<file path="src/rtl/spi_skew_pkg.sv">
package spi_skew_pkg;
  localparam int unsigned DLY_W     = 2;
  localparam int unsigned DLY_MAX   = (1 << DLY_W) - 1;
  localparam int unsigned MISO_BASE = 2;  // fixed alignment latency on the input path

  typedef enum logic [DLY_W-1:0] {
    CAP_EARLY2  = 2'd0,
    CAP_EARLY1  = 2'd1,
    CAP_NOMINAL = 2'd2,
    CAP_LATE1   = 2'd3
  } cap_off_e;

  typedef struct packed {
    logic [DLY_W-1:0] mo;
    logic [DLY_W-1:0] mi;
    cap_off_e         cap;
  } skew_cfg_t;
endpackage

</file>
<file path="src/rtl/spi_skew_line.sv">
module spi_skew_line #(
  parameter int unsigned DEPTH = 3,
  localparam int unsigned SEL_W = $clog2(DEPTH + 1)
) (
  input  logic             clk_i,
  input  logic             rst_ni,
  input  logic             d_i,
  input  logic [SEL_W-1:0] sel_i,
  output logic             q_o
);
  localparam logic [SEL_W-1:0] LAST = SEL_W'(DEPTH);

  logic [DEPTH:1] sr_q;
  logic [DEPTH:0] tap;

  always_ff @(posedge clk_i or negedge rst_ni) begin
    if (!rst_ni) begin
      sr_q <= '0;
    end else begin
      sr_q[1] <= d_i;
      for (int k = 2; k <= DEPTH; k++) sr_q[k] <= sr_q[k-1];
    end
  end

  assign tap = {sr_q, d_i};
  assign q_o = (sel_i > LAST) ? sr_q[DEPTH] : tap[sel_i];
endmodule

</file>
<file path="src/rtl/spi_skew_auto.sv">
module spi_skew_auto
  import spi_skew_pkg::*;
#(
  parameter int unsigned RATE_W   = 8,
  parameter int unsigned DIV_W    = 8,
  parameter int unsigned RATE_HI  = 100,
  parameter int unsigned RATE_MID = 80,
  parameter int unsigned RATE_LO  = 40,
  parameter int unsigned DIV_3    = 16,
  parameter int unsigned DIV_2    = 8,
  parameter int unsigned DIV_1    = 6
) (
  input  logic [RATE_W-1:0] rate_i,
  input  logic [DIV_W-1:0]  div_i,
  output skew_cfg_t         cfg_o
);
  always_comb begin
    cfg_o = '{mo: '0, mi: '0, cap: CAP_EARLY2};
    if (rate_i >= RATE_W'(RATE_HI))       cfg_o.cap = CAP_LATE1;
    else if (rate_i >= RATE_W'(RATE_MID)) cfg_o.cap = CAP_NOMINAL;
    else if (rate_i >= RATE_W'(RATE_LO))  cfg_o.cap = CAP_EARLY1;
    else if (div_i >= DIV_W'(DIV_3))      cfg_o.mi  = 2'd3;
    else if (div_i >= DIV_W'(DIV_2))      cfg_o.mi  = 2'd2;
    else if (div_i >= DIV_W'(DIV_1))      cfg_o.mi  = 2'd1;
  end
endmodule

</file>
<file path="src/rtl/spi_skew_cfg.sv">
module spi_skew_cfg
  import spi_skew_pkg::*;
(
  input  logic      clk_i,
  input  logic      rst_ni,
  input  logic      burst_start_i,
  input  logic      auto_en_i,
  input  skew_cfg_t man_cfg_i,
  input  skew_cfg_t auto_cfg_i,
  output skew_cfg_t cfg_o
);
  always_ff @(posedge clk_i or negedge rst_ni) begin
    if (!rst_ni)            cfg_o <= '{mo: '0, mi: '0, cap: CAP_NOMINAL};
    else if (burst_start_i) cfg_o <= auto_en_i ? auto_cfg_i : man_cfg_i;
  end
endmodule

</file>
<file path="src/rtl/spi_io_skew.sv">
module spi_io_skew
  import spi_skew_pkg::*;
#(
  parameter int unsigned RATE_W = 8,
  parameter int unsigned DIV_W  = 8
) (
  input  logic              clk_i,
  input  logic              rst_ni,
  input  logic              burst_start_i,
  input  logic              auto_en_i,
  input  logic [1:0]        mo_dly_i,
  input  logic [1:0]        mi_dly_i,
  input  logic [1:0]        cap_off_i,
  input  logic [RATE_W-1:0] rate_i,
  input  logic [DIV_W-1:0]  div_i,
  input  logic              mosi_i,
  input  logic              miso_i,
  input  logic              strobe_i,
  output logic              mosi_o,
  output logic              miso_o,
  output logic              cap_o
);
  localparam int unsigned MISO_DEPTH = DLY_MAX + MISO_BASE;
  localparam int unsigned MISO_SEL_W = $clog2(MISO_DEPTH + 1);

  skew_cfg_t man_cfg, auto_cfg, cfg_q;
  logic [MISO_SEL_W-1:0] miso_sel;

  assign man_cfg = '{mo: mo_dly_i, mi: mi_dly_i, cap: cap_off_e'(cap_off_i)};

  spi_skew_auto #(.RATE_W(RATE_W), .DIV_W(DIV_W)) i_auto (
    .rate_i (rate_i),
    .div_i  (div_i),
    .cfg_o  (auto_cfg)
  );

  spi_skew_cfg i_cfg (
    .clk_i         (clk_i),
    .rst_ni        (rst_ni),
    .burst_start_i (burst_start_i),
    .auto_en_i     (auto_en_i),
    .man_cfg_i     (man_cfg),
    .auto_cfg_i    (auto_cfg),
    .cfg_o         (cfg_q)
  );

  spi_skew_line #(.DEPTH(DLY_MAX)) i_mosi_line (
    .clk_i (clk_i), .rst_ni (rst_ni), .d_i (mosi_i), .sel_i (cfg_q.mo), .q_o (mosi_o)
  );

  assign miso_sel = MISO_SEL_W'(cfg_q.mi) + MISO_SEL_W'(MISO_BASE);

  spi_skew_line #(.DEPTH(MISO_DEPTH)) i_miso_line (
    .clk_i (clk_i), .rst_ni (rst_ni), .d_i (miso_i), .sel_i (miso_sel), .q_o (miso_o)
  );

  // early capture is realised by delaying the strobe less than the data
  spi_skew_line #(.DEPTH(DLY_MAX)) i_cap_line (
    .clk_i (clk_i), .rst_ni (rst_ni), .d_i (strobe_i), .sel_i (cfg_q.cap), .q_o (cap_o)
  );
endmodule

</file>
<file path="config.mk">
export PLATFORM = sky130hd
export DESIGN_NAME = spi_io_skew
export DESIGN_NICKNAME = d
export VERILOG_FILES = /design/src/rtl/spi_skew_pkg.sv /design/src/rtl/spi_skew_line.sv /design/src/rtl/spi_skew_auto.sv /design/src/rtl/spi_skew_cfg.sv /design/src/rtl/spi_io_skew.sv
export SDC_FILE = /design/constraint.sdc
export NUM_CORES = 1
export LEC_CHECK = 0
export BUFFER_PORTS_ARGS = -buffer_cell sky130_fd_sc_hd__buf_2
export CAP_MARGIN = 5
export CORE_UTILIZATION = 47
export DETAILED_ROUTE_END_ITERATION = 8
export GPL_TIMING_DRIVEN = 0
export PLACE_DENSITY = 0.78
export RECOVER_POWER = 100
export SLEW_MARGIN = 15
export SYNTH_ARGS = -nofsm -noshare
export SYNTH_HDL_FRONTEND = slang
export SYNTH_SLANG_ARGS = --single-unit
</file>
<file path="constraint.sdc">
create_clock -name clk_i -period 3.1 [get_ports clk_i]
set_clock_uncertainty 0.2 [all_clocks]
set_input_delay 0.31 -clock clk_i [delete_from_list [all_inputs] [get_ports clk_i]]
set_output_delay 0.31 -clock clk_i [all_outputs]
set_load 0.01 [all_outputs]
</file>
* Word level (Yosys, flattened, before mapping)
Cells that the tools add are included.
** Operators by class
- Add/sub/neg operators :: 1
- Multipliers :: 0
- Div/mod/pow operators :: 0
- Order comparisons :: 12
- Eq/ne operators :: 0
- Shift-type cells :: 0
- Muxes and demuxes :: 19
- Bitwise gates (word level) :: 0
- Reductions and logical operators :: 0
** Operator list (number)
- greater-or-equal comparator 8 x 7 -> 1 bit, second input constant :: 2
- 2-to-1 mux 2 bit :: 7
- greater-or-equal comparator 8 x 3 -> 1 bit, second input constant :: 1
- greater-or-equal comparator 8 x 4 -> 1 bit, second input constant :: 1
- greater-or-equal comparator 8 x 5 -> 1 bit, second input constant :: 1
- greater-or-equal comparator 8 x 6 -> 1 bit, second input constant :: 1
- 2-to-1 mux 1 bit :: 8
- < comparator 2 x 3 -> 1 bit, second input constant :: 2
- 2-to-1 mux 6 bit :: 1
- binary-select mux 1 bit (select 2 bit) :: 2
- greater-than comparator 2 bit, second input constant :: 2
- < comparator 3 x 4 -> 1 bit, second input constant :: 1
- adder 2 x 2 -> 3 bit, second input constant :: 1
- binary-select mux 1 bit (select 3 bit) :: 1
- greater-than comparator 3 bit, second input constant :: 1
** Storage, ports and cells
- Register bits :: 17
- Latch bits :: 0
- RAM bits :: 0
- Memory bits (read-only) :: 0
- Output and inout bits :: 3
- Memories kept :: 0

* Longest topological paths before layout
Gate-level depths: netlist of the first run.
- Depth in word-level cells :: 8
- Mapped depth :: 3
- Gate-level depth less buffers :: 3

* Hierarchy
A second synthesis of the first run with hierarchy kept.
** Second synthesis, totals
- Cells, all modules :: 58
- Area, all modules :: 764.5 µm²
** By module, submodules not included
- spi_skew_cfg :: instances 1, cells each 26, area each 280.3 µm², sequential area each 151.4 µm²
- spi_skew_line at i_cap_line ... :: instances 2, cells each 4, area each 97.6 µm², sequential area each 75.1 µm²
- spi_skew_line at i_miso_line :: instances 1, cells each 9, area each 173.9 µm², sequential area each 125.1 µm²
- spi_skew_auto :: instances 1, cells each 14, area each 111.4 µm², sequential area each 0.0 µm²
- spi_io_skew :: instances 1, cells each 1, area each 3.8 µm², sequential area each 0.0 µm²

* Worst setup path before layout of the first run
OpenSTA, ideal clock, no wires.
- Path type :: input to register
- Start :: input div_i[6]
- End :: register i_cfg.cfg_o[3] in the netlist's numbering
- Setup time :: 0.130 ns
- Arrival time :: 1.106 ns
- Required time :: 2.770 ns
- Path slack :: 1.664 ns
- Cell stages on the path :: 3
- Path buffers :: 0
- Cells stage by stage :: or4_4 o2111ai_2 o221ai_2
** Between the ends
- Word-level cells in the longest chain between the ends :: 7
- Elaborated cells between the ends (all ways) :: 8
- Those cells by class :: order compare: 2; mux: 6
** RTL lines
- from (decl) :: RTL line spi_io_skew.sv:15 : input logic [DIV_W-1:0] div_i,
- greater-or-equal comparator 8 x 4 -> 1 bit :: RTL line spi_skew_auto.sv:23 : else if (div_i >= DIV_W'(DIV_2)) cfg_o.mi = 2'd2;
- 2-to-1 mux 2 bit :: RTL line spi_skew_auto.sv:23
- 2-to-1 mux 2 bit (*) :: RTL line spi_skew_auto.sv:22 : else if (div_i >= DIV_W'(DIV_3)) cfg_o.mi = 2'd3;
- 2-to-1 mux 2 bit (*) :: RTL line spi_skew_auto.sv:21 : else if (rate_i >= RATE_W'(RATE_LO)) cfg_o.cap = CAP_EARLY1;
- 2-to-1 mux 2 bit (*) :: RTL line spi_skew_auto.sv:20 : else if (rate_i >= RATE_W'(RATE_MID)) cfg_o.cap = CAP_NOMINAL;
- 2-to-1 mux 2 bit (*) :: RTL line spi_skew_auto.sv:19 : if (rate_i >= RATE_W'(RATE_HI)) cfg_o.cap = CAP_LATE1;
- 2-to-1 mux 6 bit (*) :: RTL line spi_skew_cfg.sv:14 : else if (burst_start_i) cfg_o <= auto_en_i ? auto_cfg_i : man_cfg_i;
- to (signal assigned) :: RTL line spi_skew_cfg.sv:13 : if (!rst_ni) cfg_o <= '{mo: '0, mi: '0, cap: CAP_NOMINAL};
- to (signal assigned) :: RTL line spi_skew_cfg.sv:14
- to (decl) :: RTL line spi_skew_cfg.sv:10 : output skew_cfg_t cfg_o
Every way passes the cells marked *; elsewhere a longest branch is shown, timed or not.
A chain may end at the register's enable or synchronous reset.

* Worst setup path after layout of the first run
- Start :: input mosi_i
- End :: output mosi_o
** Between the ends
- Word-level cells in the longest chain between the ends :: 3
** RTL lines
- from (decl) :: RTL line spi_io_skew.sv:16 : input logic mosi_i,
- binary-select mux 1 bit (select 2 bit) :: RTL line spi_skew_line.sv:26 : assign q_o = (sel_i > LAST) ? sr_q[DEPTH] : tap[sel_i];
- 2-to-1 mux 1 bit (implied by the code) :: RTL line spi_skew_line.sv:26
- 2-to-1 mux 1 bit :: RTL line spi_skew_line.sv:26
- to (decl) :: RTL line spi_io_skew.sv:19 : output logic mosi_o,
Every way passes these cells. The select of a mux whose other input is x is not followed.

==> results.md, run 1 <==
- Status: finished, final reports clean
- Cell mode on critical path: clkbuf_1
- Crit path from: mosi_i
- Placed cell count: 96
- Area after DPL: between 800 and 900 um^2
- Ant. Diodes: 0
- Worst R2R End: i_cfg.cfg_o[0]$_DFFE_PN0P_
- Reg-to-reg startpoint: i_cfg.cfg_o[0]$_DFFE_PN0P_
- Peak VDD IR: 154 uV
- Area growth syn-to-layout: 29.1%
- Share of layout cells above drive strength 1: 33.7%
- Register bit total from synthesis: 17
- Hold endpoint: i_cfg.cfg_o[5]$_DFFE_PN0P_
- Overflow after GRT: 0
- Crit-path max FO: 2
- CP max stage cell: dlygate4sd3_1
- Worst path required time: 2.59 ns
- Power, Total: 419 uW
- Synth cell types: 22
- DRT Pass-1 Iters: 2
- Boundary Pins: 32
- Drt drc: 0
- Vias in the first global route: 510
- Fill cells: 123
- WL final: 1.22 mm
- Post-route ant nets: 0
- Hold Vio Cnt, Final: 0
- Fmax: around 0.49 GHz
- Worst R2R Setup Slack: 2.16 ns
- Worst min-delay path class: in2reg
- YS warnings: 0
- Relative slew slack: 45.5%
- Critical path class: in2out
- Synthesized Nets: 82
- Nets: 119
- Initial antenna violation count: 0
- Gpl congestion: roughly 0.72
- Die Ht: a little over 40 um
- First-pass GRT wire length: 2.04 mm
- Slew of the pin with the lowest slew margin: 0.817 ns
- Hpwl dp: 938 um
- Skew-Pair Late Insertion Delay: 0.28 ns
- Setup TNS Final: 0 ns
- Post-CTS sizing: 0
- Number of DRC markers in iteration 0: 3
- R2R depth: 2
- Hold Crit Start: mo_dly_i[1]
- Startpoint types: input pin
- CP max stage delay: 0.54 ns
- Core area: 0.00135 mm^2
- Post-CTS setup buffers: 0
- H-Tree Depth: 1
- Mapped Cells: 53
- CP Buf/Inv Count: 3
- Leak: 0.000417 uW
- Tcrit/Tclk final: 66.4%
- Largest net degree at the start of global routing: 18
- Die Wd: between 40 and 50 um
- Min Tclk post-route: 2.06 ns
- CTS tree: built
- RSZ-0062 raised after global routing: no
- Total CTS buffers: 3
- Power Density: 457 mW/mm^2
- Total number of vias: 536
- WHS Path Cells: 3
- Critical Path, Cell by Cell: dlygate4sd3_1 > clkbuf_1 > mux4_2 > clkbuf_1
- Post-synth top area share: 56.4%
- Sequential area share after synthesis: ~60%
- Routed len/inst: 11.7 um
- # rows: 13
- CP top delay family: buffers and inverters
- Starting Density: roughly 53%
- Area leader, netlist: dfrtp_1
- Critical Path End Type: output pin
- Area of the mapped netlist: 709 um^2
- Clock Pin Slew Worst Setup and Hold Paths: ~0.090 ns
- Post-layout util: 67.8%
- Clock sinks: 17
- Hold Buf Count CTS: 4
- Clk buf depth: 2
- Slew Limit Fails: 0
- Via-to-Cell Ratio: 5.15
- Worst path arrival time: 1.55 ns
- Max_cap viols: 0
- Finished Layout Cells: about 100
- Avg Cell Area, Syn: approximately 13 um^2
- # port buffers: 28
- Die area: around 0.0017 mm^2
- Top cells by area, synth: dfrtp_1, mux4_2, nand3b_1, dfstp_2, o21ai_0
- Root buf cell: clkbuf_4
- Finish-stage setup viols: 0
- Post-route design area: around 920 um^2
- Overall Global Routing Usage: 18.9%
metrics by stage:
| stage | setup slack [ns] | hold slack [ns] |
|---|---|---|
| 6_report | 1.04 | 0.0579 |
| 5_1_grt | 1.00 | 0.0912 |
| 4_1_cts | 1.04 | 0.0585 |
| 3_5_place_dp | 1.53 | 0.0352 |
| 3_3_place_gp | 1.53 | 0.0329 |
| 2_1_floorplan | 1.66 | -0.186 |
final cells by class:
cell class | instances | area (um^2) | share of cell area [%]
multi-input cells | 30 | 249 | 27.2
clock buffers | 4 | 26.3 | 2.87
flip-flops and latches | 17 | 427 | 46.6
inverters | 5 | 18.8 | 2.05
repair buffers | 32 | 171 | 18.7
well taps | 15 | 18.8 | 2.05
plain buffers | 1 | 5.00 | 0.546
state kept, by name, indices dropped and copies added (netlist names):
signal            cells
i_cap_line.sr_q       3
i_mosi_line.sr_q      3
i_cfg.cfg_o           6
i_miso_line.sr_q      5
how the worst max path moves through the flow:
stage / endpoint / slack [ns] / cells after the start
4_1_cts: cap_o / 1.04 / 4
3_3_place_gp: i_cfg.cfg_o[3]$_DFFE_PN0P_ / 1.53 / 4
2_1_floorplan: i_cfg.cfg_o[3]$_DFFE_PN0P_ / 1.66 / 3
6_report: mosi_o / 1.04 / 4
3_5_place_dp: i_cfg.cfg_o[3]$_DFFE_PN0P_ / 1.53 / 4
5_1_grt: mosi_o / 1.00 / 4
report_power, final:
part / internal, uW / switching, uW / leakage, uW
clock network: 49.8 / 61.1 / 0.0000150
registers: 237 / 8.90 / 0.000200
logic: 34.5 / 27.0 / 0.000202
total: 322 / 97.0 / 0.000417
cells in the mapped netlist:
master / count
a31oi_1: 1
o2111ai_2: 1
o21ai_0: 4
a311oi_1: 1
dfrtp_1: 16
nand2_1: 1
dfstp_2: 1
o221ai_2: 1
a221oi_1: 1
buf_2: 1
a211oi_1: 1
o211ai_1: 1
nand3b_1: 4
a211o_1: 1
or4_4: 1
inv_1: 5
nor3b_1: 1
and3b_1: 1
mux4_2: 3
a21o_1: 1
nor2_1: 5
nand2b_1: 1
cells in the final DEF, fill, tap and decap left out, types with 3 or more instances in the layout:
cell type | synthesis | layout
o21ai_0 | 4 | 4
nor2_1 | 5 | 5
clkbuf_1 | 0 | 8
buf_2 | 1 | 22
nand3b_1 | 4 | 4
dlygate4sd3_1 | 0 | 4
mux4_2 | 3 | 3
clkbuf_4 | 0 | 3
dfrtp_1 | 16 | 16
inv_1 | 5 | 5
worst register-to-register path, cell delays in order, from the launching register on:
cell,delay [ns]
dfrtp_1,0.38
nor2_1,0.06
a211oi_1,0.21
cells by family (layout without fill, tap and decap cells):
family	after synthesis	after routing	synth area share, %
buffers and inverters	6	42	3.35
DFF	17	17	60.1
and+or+nand+nor	14	14	12.2
AOI/OAI and AO/OA	13	13	14.8
muxes	3	3	9.52
routing by layer:
layer | vias to the layer above | track usage (%) | share of wire (%)
met5 | - | 0 | 0
met4 | 0 | 10.0 | 1.6
met3 | 2 | 1.63 | 5.5
met2 | 25 | 29.3 | 45
met1 | 241 | 26.1 | 48
li1 | 268 | - | -
(Power assumes the default switching activity.)
==> run 2, diff against run 1 <==
ABC_AREA = 1   (was not set)
CORE_UTILIZATION = 45   (was 47)
PLACE_DENSITY = 0.74   (was 0.78)
clock period = 2.07 ns   (was 3.1 ns; I/O delays follow)
==> results.md, run 2 <==
- Hold endpoint: i_cfg.cfg_o[0]$_DFFE_PN0P_
- Post-synth top flop: dfrtp_1
- Total number of vias: 733 (+37%)
- Post-layout util: 68.0% (+0.14 points)
- Commonest cells after routing, fill and taps aside: nand2_1, buf_2, dfrtp_1, inv_1, dlygate4sd3_1
- Hold Crit Start: cap_off_i[0]
- Register bit total from synthesis: 17 (unchanged)
- Max reg flops: 6 (unchanged)
- Avg Cell Area, Syn: 8.47 um^2 (-37%)
- CP max stage delay: 0.58 ns (+0.04 ns)
- CP max stage cell: dlygate4sd3_1
- Post-synth EDFFs: 0 (unchanged)
- Count leader, synth: nand2_1
- Nets: 161 (+35%)
- Commonest non-fill, non-tap cell in the layout: nand2_1
- # rows: 14 (+1)
- Vias in the first global route: 679 (+33%)
- Power Density: 646 mW/mm^2 (+41%)
- Reg-to-reg startpoint: i_cfg.cfg_o[4]$_DFFE_PN0P_
- Hold Slack: 0.00213 ns (-0.0557 ns)
- Overall Global Routing Usage: 21.8% (+2.9 points)
- Finish-stage setup viols: 0 (unchanged)
- WL final: 1.72 mm (+41%)
- Worst R2R End: i_cfg.cfg_o[4]$_DFFE_PN0P_
- Ant. Diodes: 0 (unchanged)
- Clock Pin Slew Worst Setup and Hold Paths: 0.10 ns (about the same)
- Max_cap viols: 0 (unchanged)
- Via-to-Cell Ratio: 4.99 (-3.2%)
- Sequential standard cell area: 427 um^2 (unchanged)
- Die Wd: 42.7 um (+4.6%)
- Biggest regs: i_cfg.cfg_o (6), i_miso_line.sr_q (5)
- Slew of the pin with the lowest slew margin: 0.889 ns (+0.0716 ns)
- Area growth syn-to-layout: 38.9%
- Fmax: 0.531 GHz
- Startpoint types: input pin
- Crit-path max FO: 7 (+5)
- First-pass GRT wire length: 2.88 mm (+42%)
- Sw frac: 26.9% (+3.7 points)
- Min Tclk post-route: 1.88 ns
- DRT Pass-1 Iters: 4 (+2)
- Number of DRC markers in iteration 0: 13 (+10)
- Internal: 489 uW (+52%)
- Logic gate share of total power: 18.0% (+3.3 points)
- Setup TNS Final: 0 ns (unchanged)
- Die area: 0.00182 mm^2 (+9.3%)
- Post-synth top area share: 53.7% (-2.7 points)
- Root buf cell: clkbuf_4
- Area leader, netlist: dfrtp_1
- Relative slew slack: 40.8% (-4.8 points)
- Post-route ant nets: 0 (unchanged)
- NetSw: 180 uW (+86%)
- H-Tree Depth: 1 (unchanged)
- Initial antenna violation count: 0 (unchanged)
- WHS Path Cells: 3 (unchanged)
- Core area: 0.00152 mm^2 (+13%)
- Area of the multi-input gates: 263 um^2 (+5.5%)
- Gpl congestion: 0.746 (+3.3%)
- Synthesized Nets: 117 (+43%)
- Boundary Pins: 32 (unchanged)
- # port buffers: 28 (unchanged)
- Leak: 0.000545 uW (+31%)
- Tcrit/Tclk final: 91.0%
- Worst path required time: 2.05 ns (-0.54 ns)
- List of most frequent post-synthesis cells: nand2_1, dfrtp_1, inv_1, nor2_1, nand3_1
- Skew-Pair Late Insertion Delay: 0.30 ns (+0.02 ns)
- Top cells by area, synth: dfrtp_1, nand2_1, inv_1, nand3_1, nor2_1
- Sequential share of power: 55.5% (-3.3 points)
- Peak VDD IR: 506 uV (+230%)
- Synth cell types: 14 (-36%)
- Critical path class: in2reg
- Worst min-delay path class: in2reg
- Largest net degree at the start of global routing: 18 (unchanged)
- Overflow after GRT: 0 (unchanged)
- Status: finished, final reports clean
- Slew Limit Fails: 0 (unchanged)
- Critical Path, Cell by Cell: dlygate4sd3_1 > buf_2 > inv_1 > nor2_4 > nand2_1 > o21ai_0 > dlygate4sd3_1
- Clk buf depth: 2 (unchanged)
- Largest Register: i_cfg.cfg_o
- Area of the mapped netlist: 746 um^2 (+5.1%)
- Cell mode on critical path: dlygate4sd3_1
- Clk pwr share: 26.5% (about the same)
- YS warnings: 0 (unchanged)
- Fraction of registers with async set/reset: 100% (unchanged)
- Share of layout cells above drive strength 1: 22.9% (-11 points)
- R2R depth: 3 (+1)
- Worst path arrival time: 1.87 ns (+0.32 ns)
- Clock sinks: 17 (unchanged)
- Fill cells: 146 (+19%)
- Starting Density: 48.9% (-3.6 points)
- Total CTS buffers: 3 (unchanged)
- Drt drc: 0 (unchanged)
- Hold Vio Cnt, Final: 0 (unchanged)
- Die Ht: 42.7 um (+4.6%)
- RSZ-0062 raised after global routing: no
- Mapped Cells: 88 (+66%)
- CTS tree: built
- Routed len/inst: 11.7 um (about the same)
- Critical Path End Type: flop
- Sequential area share after synthesis: 57.2% (-2.9 points)
- Worst R2R Setup Slack: 0.61 ns (-1.55 ns)
- Hpwl dp: 1.11 mm (+18%)
==> run 2: layout make-up <==
| class | count | share of cell area [%] |
|---|---|---|
| flip-flops and latches | 17 | 41.2 |
| inverters | 15 | 5.43 |
| clock buffers | 4 | 2.54 |
| repair buffers | 39 | 23.6 |
| multi-input cells | 56 | 25.4 |
| well taps | 16 | 1.93 |
==> run 2: worst max-delay path by stage <==
stage	from	end	slack, ns	depth (start not counted)
after floorplan	i_cfg.cfg_o[1]$_DFFE_PN1P_	cap_o	0.87	2
after global placement	i_cfg.cfg_o[1]$_DFFE_PN1P_	cap_o	0.81	3
after detailed placement	i_cfg.cfg_o[1]$_DFFE_PN1P_	cap_o	0.81	3
after CTS	burst_start_i	i_cfg.cfg_o[5]$_DFFE_PN0P_	0.33	7
after global routing	burst_start_i	i_cfg.cfg_o[5]$_DFFE_PN0P_	0.16	7
final	burst_start_i	i_cfg.cfg_o[5]$_DFFE_PN0P_	0.19	7
==> run 2: timing repair <==
item / in CTS / in global routing
hold endpoints to repair: 24 / 0
setup buffers: 0 / 0
hold buffers: 11 / 0
gates resized for setup: 0 / 0
==> run 2: per-stage QoR <==
step           area (um^2)  power (uW)  worst slack (ns)  cells
2_1_floorplan          746         426             0.870     88
3_3_place_gp           906         476             0.811    132
3_5_place_dp           906         480             0.808    132
4_1_cts               1040         672             0.334    147
5_1_grt               1040         711             0.161    147
6_report              1040         669             0.187    147
==> run 2: worst max-delay path, delay by kind of cell <==
family	cells	cell delay, ns
buffers and inverters	4	1.44
AND/OR/NAND/NOR	2	0.13
AO/OA/AOI/OAI	1	0.08
==> run 2: power groups by stage <==
| stage | registers [uW] | logic [uW] | clock network (uW) |
|---|---|---|---|
| 2_1_floorplan | 373 | 53.6 | 0 |
| 3_3_place_gp | 376 | 99.9 | 0 |
| 3_5_place_dp | 377 | 103 | 0 |
| 4_1_cts | 371 | 121 | 179 |
| 5_1_grt | 375 | 137 | 199 |
| 6_report | 371 | 121 | 177 |
==> run 2: cell families after synthesis <==
logic type	count (synthesis)	synth area share [%]
AOI/OAI and AO/OA	14	11.2
and+or+nand+nor	42	24.0
DFF	17	57.2
buffers and inverters	15	7.55
==> run 2: per-layer routing <==
| layer | GRT usage [%] | up-vias | routed length [um] |
|---|---|---|---|
| met2 | 33.9 | 30 | 855 |
| met1 | 26.5 | 335 | 748 |
| met4 | 10.6 | 0 | 28 |
| li1 | - | 364 | - |
| met3 | 8.09 | 4 | 86 |
| met5 | 0 | - | 0 |
